--- config.mk ---
export PLATFORM = sky130hd
export DESIGN_NAME = audio_level_meter
export DESIGN_NICKNAME = d
export VERILOG_FILES = /design/src/rtl/alm_pkg.sv /design/src/rtl/alm_serial_rx.sv /design/src/rtl/alm_gate.sv /design/src/rtl/alm_bar.sv /design/src/rtl/audio_level_meter.sv
export SDC_FILE = /design/constraint.sdc
export NUM_CORES = 1
export LEC_CHECK = 0
export ABC_CLOCK_PERIOD_IN_PS = 4640
export CORE_MARGIN = 2
export CORE_UTILIZATION = 60
export CTS_CLUSTER_DIAMETER = 30
export DETAILED_ROUTE_END_ITERATION = 10
export PLACE_DENSITY_LB_ADDON = 0.08
export SLEW_MARGIN = 20
export SYNTH_ARGS = -nofsm -noshare
export SYNTH_HDL_FRONTEND = slang
export SYNTH_SLANG_ARGS = --single-unit
--- constraint.sdc ---
create_clock -name clk -period 4.64 [get_ports clk]
set_input_delay 0.928 -clock clk [delete_from_list [all_inputs] [get_ports clk]]
set_output_delay 0.928 -clock clk [all_outputs]
set_load 0.005 [all_outputs]
--- src/rtl/alm_pkg.sv ---
// Package: shared widths and types for the audio level meter.
// Assumes the sample width equals the number of bar segments.
package alm_pkg;
    localparam int SAMPLE_W = 16;
    typedef logic [SAMPLE_W-1:0] sample_t;
endpackage

--- src/rtl/alm_serial_rx.sv ---
// Module: alm_serial_rx
// Recovers the right-channel word from a left-justified serial stream.
// Assumes clk runs at least 8x faster than the bit clock. All three
// serial lines pass through the same synchronizer depth, so their
// relative timing is kept.
module alm_serial_rx #(
    parameter int  W         = alm_pkg::SAMPLE_W,
    parameter int  SYNC_N    = 2,
    parameter logic RIGHT_LVL = 1'b1
) (
    input  logic         clk,
    input  logic         rst_n,
    input  logic         bclk_i,
    input  logic         lrclk_i,
    input  logic         sdata_i,
    output logic [W-1:0] word_o,
    output logic         word_vld_o
);
    localparam int CW = $clog2(W + 1);
    localparam logic [CW-1:0] CNT_FULL = CW'(W);
    localparam logic [CW-1:0] CNT_LAST = CW'(W - 1);

    logic [SYNC_N-1:0] bclk_sy, lr_sy, sd_sy;
    logic              bclk_d;
    logic              lr_prev;
    logic [CW-1:0]     cnt;
    logic [W-1:0]      shreg;
    logic              done;
    logic              bclk_s, lr_s, sd_s, bclk_rise;

    // Purpose: synchronize the three serial lines into the clk domain.
    always_ff @(posedge clk) begin
        if (!rst_n) begin
            bclk_sy <= '0;
            lr_sy   <= {SYNC_N{RIGHT_LVL}};
            sd_sy   <= '0;
        end else begin
            bclk_sy <= {bclk_sy[SYNC_N-2:0], bclk_i};
            lr_sy   <= {lr_sy[SYNC_N-2:0], lrclk_i};
            sd_sy   <= {sd_sy[SYNC_N-2:0], sdata_i};
        end
    end

    assign bclk_s    = bclk_sy[SYNC_N-1];
    assign lr_s      = lr_sy[SYNC_N-1];
    assign sd_s      = sd_sy[SYNC_N-1];
    assign bclk_rise = bclk_s & ~bclk_d;

    // Purpose: on each bit-clock rise, shift right-channel bits, MSB first.
    always_ff @(posedge clk) begin
        if (!rst_n) begin
            bclk_d  <= 1'b0;
            lr_prev <= RIGHT_LVL;
            cnt     <= CNT_FULL;
            shreg   <= '0;
            done    <= 1'b0;
        end else begin
            bclk_d <= bclk_s;
            done   <= 1'b0;
            if (bclk_rise) begin
                lr_prev <= lr_s;
                if (lr_s == RIGHT_LVL) begin
                    if (lr_s != lr_prev) begin
                        shreg <= {{(W-1){1'b0}}, sd_s};
                        cnt   <= CW'(1);
                    end else if (cnt < CNT_FULL) begin
                        shreg <= {shreg[W-2:0], sd_s};
                        cnt   <= cnt + CW'(1);
                        if (cnt == CNT_LAST) done <= 1'b1;
                    end
                end
            end
        end
    end

    assign word_o     = shreg;
    assign word_vld_o = done;

    // a finished word is announced for one cycle only
    assert_single_strobe_R4: assert property (@(posedge clk) disable iff (!rst_n)
        word_vld_o |=> !word_vld_o);
    // the bit counter never runs past the word width
    assert_count_bound_R5: assert property (@(posedge clk) disable iff (!rst_n)
        cnt <= CNT_FULL);
endmodule

--- src/rtl/alm_gate.sv ---
// Module: alm_gate
// Dead-zone gate on the absolute value of a two's-complement word.
// Produces the gated word and its saturated magnitude. Purely combinational.
module alm_gate #(
    parameter int W          = alm_pkg::SAMPLE_W,
    parameter int GATE_LEVEL = 8
) (
    input  logic [W-1:0] word_i,
    output logic [W-1:0] gated_o,
    output logic [W-1:0] mag_o
);
    localparam logic [W-1:0] MOST_NEG = {1'b1, {(W-1){1'b0}}};
    localparam logic [W-1:0] MOST_POS = {1'b0, {(W-1){1'b1}}};
    localparam logic [W-1:0] LEVEL    = W'(GATE_LEVEL);

    logic [W-1:0] absval;

    // Purpose: absolute value, with the most negative code clamped.
    always_comb begin
        if (!word_i[W-1])           absval = word_i;
        else if (word_i == MOST_NEG) absval = MOST_POS;
        else                         absval = ~word_i + W'(1);
    end

    // Purpose: zero both outputs when the magnitude sits inside the dead zone.
    always_comb begin
        if (absval < LEVEL) begin
            gated_o = '0;
            mag_o   = '0;
        end else begin
            gated_o = word_i;
            mag_o   = absval;
        end
    end
endmodule

--- src/rtl/alm_bar.sv ---
// Module: alm_bar
// Thermometer bar from an unsigned magnitude. Segment 0 lights for any
// nonzero value; segment k lights when the value is at least 2^(k-1).
// Assumes the segment count equals the magnitude width.
module alm_bar #(
    parameter int W = alm_pkg::SAMPLE_W
) (
    input  logic [W-1:0] mag_i,
    output logic [W-1:0] bar_o
);
    assign bar_o[0] = |mag_i;

    for (genvar k = 1; k < W; k++) begin : g_seg
        // Purpose: segment k lights when any bit at or above k-1 is set.
        assign bar_o[k] = |mag_i[W-1:k-1];
    end
endmodule

--- src/rtl/audio_level_meter.sv ---
// Module: audio_level_meter
// Top level. Captures the right-channel word, gates idle noise and
// registers both the sample and its level bar with a one-cycle strobe.
// Assumes clk is at least 8x the bit clock and a frame-clock high level
// selects the right channel.
module audio_level_meter #(
    parameter int W          = alm_pkg::SAMPLE_W,
    parameter int GATE_LEVEL = 8
) (
    input  logic         clk,
    input  logic         rst_n,
    input  logic         bclk_i,
    input  logic         lrclk_i,
    input  logic         sdata_i,
    output logic [W-1:0] sample_o,
    output logic [W-1:0] bar_o,
    output logic         sample_vld_o
);
    logic [W-1:0] rx_word, gated, mag, bar_next;
    logic         rx_vld;

    alm_serial_rx #(.W(W)) u_rx (
        .clk(clk), .rst_n(rst_n), .bclk_i(bclk_i), .lrclk_i(lrclk_i),
        .sdata_i(sdata_i), .word_o(rx_word), .word_vld_o(rx_vld)
    );

    alm_gate #(.W(W), .GATE_LEVEL(GATE_LEVEL)) u_gate (
        .word_i(rx_word), .gated_o(gated), .mag_o(mag)
    );

    alm_bar #(.W(W)) u_bar (.mag_i(mag), .bar_o(bar_next));

    // Purpose: register the gated sample and bar when a new word lands.
    always_ff @(posedge clk) begin
        if (!rst_n) begin
            sample_o     <= '0;
            bar_o        <= '0;
            sample_vld_o <= 1'b0;
        end else begin
            sample_vld_o <= rx_vld;
            if (rx_vld) begin
                sample_o <= gated;
                bar_o    <= bar_next;
            end
        end
    end

    function automatic logic [W-1:0] chk_abs(input logic [W-1:0] v);
        if (!v[W-1]) return v;
        if (v == {1'b1, {(W-1){1'b0}}}) return {1'b0, {(W-1){1'b1}}};
        return ~v + W'(1);
    endfunction

    // a sample that made it through has a magnitude at or above the level
    assert_gate_floor_R6: assert property (@(posedge clk) disable iff (!rst_n)
        (sample_o != '0) |-> (chk_abs(sample_o) >= W'(GATE_LEVEL)));
    // the bar is a contiguous run starting at segment 0
    assert_bar_contiguous_R8: assert property (@(posedge clk) disable iff (!rst_n)
        ((bar_o & (bar_o + W'(1))) == '0));
    // an empty bar and a zero sample go together
    assert_bar_empty_R8: assert property (@(posedge clk) disable iff (!rst_n)
        ((sample_o == '0) == (bar_o == '0)));
    // outputs hold between strobes
    assert_hold_R9: assert property (@(posedge clk) disable iff (!rst_n)
        !sample_vld_o |-> ($stable(sample_o) && $stable(bar_o)));
endmodule

==> results.md <==
- Routability-driven placement finished with a final weighted congestion of 0.922.
- The total area inside the core boundary comes to 5110 um2.
- The worst setup slack after layout is roughly 1100 ps.
- The final standard cell count with taps included and fillers excluded is 467.
- The fraction of post-synthesis cell area in the top cell type by area is 0.391.
- Detailed placement ended at an HPWL of slightly above 5 mm.
- The maximum clock rate is approximately 290 MHz.
- In this run the core area contains 26 standard-cell rows.
- The sequential share of power is 0.486.
- The H-tree was split into 3 levels.
- Synthesis produced 386 cells.
- Post-CTS repair changed the size of 0 cells.
- The relative max-transition margin is 0.356.
- The tool flagged a number of max-cap violations equal to 0.
- The endpoint of the most critical setup path is sample_o[3].
- The number of hold-slack violations in the final timing report came to 0.
- Dividing the final minimum period by the clock period gives 0.752.
- The synthesized design contains 0 enable-type register cells.
- The clock passes through at most 2 buffers.
- The mean routed wirelength per cell is 17.8 um.
- The flop and latch count out of synthesis is 62.
- The mapped netlist covers 3170 um2.
- For this run, the leading register cell type out of synthesis is dfxtp_1.
- The critical path data arrival time is 3730 ps.
- 0 antenna diodes ended up in the layout.
- The worst hold-check path type is reg -> reg.
- The number of setup buffers added after CTS is 0.
- The number of stages on the worst hold path is 1.
- The share of total power dissipated in the clock network is 0.495.
- The clock tree from TritonCTS is yes.
- The switching fraction of total power is 0.220.
- After synthesis, the cell types taking the most area are dfxtp_1 (39%), nand3_1 (5.4%), a41o_1 (5.0%).
- The average instance in the mapped netlist occupies 8.22 um2.
- The number of design rule violations left after detail routing is 0.
- The number of nets in the synthesized netlist is 394.
- The count of placed standard cells including taps is 451.
- The clock arrives with 8.82 ps of skew.
- The slowest stage cell on the critical path is or4_1.
- The portion of the post-synthesis area used by sequential elements is 0.391.
- The analysis attributes to net switching a power of 243 uW.
- Entering global routing, the biggest net connects 66 pins.
- The iteration-0 DRC count of the detailed router is 352.
- The highest net fanout along the worst path is 19.
- The routed layout has slightly above 3k vias.
- Traced cell by cell, the critical path runs through nor4_1, nand3_1, nor4_1, o32ai_1, or4_1, a41o_1.
- The post-route total power is 1100 uW.
- The count of synthesis-stage warnings from yosys is 0.
- For the worst-skew pair, the clock arrives at the later sink with an insertion delay of 350 ps.
- At the worst endpoint, the required time is 4880 ps.
- In this design, the stage delay of the slowest critical-path cell is 900 ps.
- Dividing total power by cell area gives a power density of 298 nW/um2.
- The aggregate routed wire length is around 8.3 mm.
- The logic depth of the worst register-to-register path is 6.
- The final-report max-slew violation count came to 0.
- The number of clock sinks seen by CTS is 62.
- The initial antenna violation count came to 0.
- Among cell families on the critical path, the largest total delay comes from simple AND/OR/NAND/NOR gates.
- The die is 76.7 um tall.
- The category of the worst setup path capture point is a register.
- In this run the worst setup path begins at u_rx.word_o[8].
- The number of input and output port buffers inserted is 37.
- The reg-to-reg setup timing slack is 1150 ps.
- The standby leakage power is between 0.001 and 0.0015 uW.
- The worst reg2reg path startpoint is u_rx.word_o[8].
- The category of the most critical setup path is reg -> reg.
- Of the cells placed in the final design, the portion with a size suffix greater than 1 is 0.0831.
- The floorplan step defined a die boundary enclosing between 5000 and 6000 um2.
- Setup repair after global routing left no endpoint under its margin.
- The capture instance of the worst register-to-register path is sample_o[3].
- The summed negative setup slack over all endpoints is 0 ps.
- The die width is 76.7 um.
- Leaving out fill and tap cells, the most frequent cell in the layout is dfxtp_1.
- The synthesized design spends more area on one cell type than any other, namely dfxtp_1.
- The maximum vdd drop is 0.000219 V.
- The count of unique library cells instantiated by Yosys is 59.
- The worst setup path is launched from a register.
- In the synthesized netlist the async set-or-reset flop fraction comes to 0.
- After clock tree synthesis, the clock-pin slew on the worst setup and hold paths is 70 ps.
- Before CTS, the worst setup slack after placement is roughly 1300 ps.
- The cell sitting at the root of the clock tree is a clkbuf_8.
- Hold is met by around 410 ps.
- Compared with the post-synthesis result, the final layout area differs by 16.6%.
- The transition time of the tightest slew-check pin is between 900 and 1000 ps.
- Buffers inserted to repair hold after CTS numbered 0.
- For this configuration, the core starts out at a cell density of 0.621.
- The first global-routing pass estimated 13.6 mm of wire.
- The shortest clock period the worst path allows after layout is about 3500 ps.
- The average vias per placed instance is 6.57.
- The number of search-and-repair iterations in the first detailed-routing pass is 5.
- The instance count on the critical path is 6.
- The number of top-level pins is 38.
- The buffers plus inverters on the worst setup path is 0.
- The number of nets in the layout is 400.
- The via count of the first global-routing pass came to 2,662.
- Setup violations remaining at the end of the flow were counted as 0.
- The internal portion of the total power is ~860 uW.
- Summed over all layers, the global routing overflow is 0.
- The remaining number of nets flagged by the antenna check after routing is 0.
- The total routing usage reported by global routing is 0.289.
- The run finished with clean final reports.
- The layout has about 420 filler cells.
- Leaving out fill and tap cells, the most frequent cells in the layout are dfxtp_1 (62), nor2_1 (42), clkdlybuf4s50_1 (36), nand3_1 (34), o21ai_0 (29).
- The number of buffers added by the clock tree synthesis step is 9.
- The cell that appears most often on the critical path is nor4_1.
- The logic gate share of total power is 0.019.
-- flip-flops by register name, summed over array words and instances, names as in the netlist --
name,cells
sample_vld_o,1
bar_o,15
sample_o,16
u_rx.bclk_sy,2
u_rx.sd_sy,2
u_rx.bclk_d,1
u_rx.lr_prev,1
u_rx.lr_sy,2
u_rx.word_o,16
u_rx.word_vld_o,1
u_rx.cnt,5
-- area by class of cell --
cell class,instances,area (um2),area share
sequential,62,1240,0.336
clock inverter,6,92.6,0.0250
clock buffer,10,138,0.0372
multi-input combinational,268,1700,0.459
tap,70,87.6,0.0237
inverter,8,30.0,0.00812
timing repair buffer,43,410,0.111
-- worst min path at each step --
stage | startpoint | to | slack (ps)
detailed placement | u_rx.lr_sy[0] | u_rx.lr_sy[1] | 390
CTS | u_rx.lr_sy[0] | u_rx.lr_sy[1] | 410
global route | u_rx.sd_sy[0] | u_rx.sd_sy[1] | 460
floorplan | u_rx.lr_sy[0] | u_rx.lr_sy[1] | 390
global placement | u_rx.lr_sy[0] | u_rx.lr_sy[1] | 390
finish | u_rx.lr_sy[0] | u_rx.lr_sy[1] | 410
-- power by group through the flow --
stage	Sequential (uW)	Combinational, uW	Clock [uW]
global placement	549	20.6	0
CTS	537	21.1	551
floorplan	548	15.3	0
global route	537	23.3	569
detailed placement	549	21.0	0
finish	537	21.2	546
-- cells by family (layout without fill, tap and decap cells) --
group | count (synthesis) | after routing | share of synthesized area
and+or+nand+nor | 151 | 151 | 0.259
AOI/OAI and AO/OA | 110 | 110 | 0.249
DFF | 62 | 62 | 0.391
buffers and inverters | 56 | 67 | 0.0757
muxes | 4 | 4 | 0.0130
adders and majority gates | 3 | 3 | 0.0118
-- synthesized netlist by cell type, types with 3 or more instances --
library cell / instances
dfxtp_1: 62
nor2_1: 42
clkbuf_1: 37
nand3_1: 34
o21ai_0: 29
a22oi_1: 17
a41o_1: 16
a21oi_1: 12
nor3_1: 11
and3_1: 8
nand2_1: 8
nor4_1: 8
or4_1: 8
inv_1: 7
and2_1: 6
nand4_1: 6
o41ai_1: 5
buf_1: 4
buf_2: 3
buf_6: 3
ha_1: 3
mux2i_1: 3
nor4_2: 3
nor4b_1: 3
o21ai_1: 3
o31ai_1: 3
-- metal layers --
| layer | global-route usage | wire, um | vias up |
|---|---|---|---|
| met5 | 0 | 0 | - |
| li1 | - | - | 1458 |
| met3 | 0.0424 | 586 | 12 |
| met2 | 0.425 | 3800 | 116 |
| met4 | 0.118 | 121 | 0 |
| met1 | 0.423 | 3810 | 1480 |
-- stage by stage --
step / util / area [um2]
floorplan: - / 3170
global placement: 0.678 / 3460
detailed placement: 0.678 / 3460
CTS: 0.723 / 3690
global route: 0.724 / 3700
finish: 0.724 / 3700
-- worst register-to-register path, stage by stage (launching register included) --
cell and delay (ps):
dfxtp_1 520, nor4_1 860, nand3_1 140, nor4_1 360, o32ai_1 230, or4_1 900, a41o_1 360
Note: power is estimated with default switching activity, not from simulation.
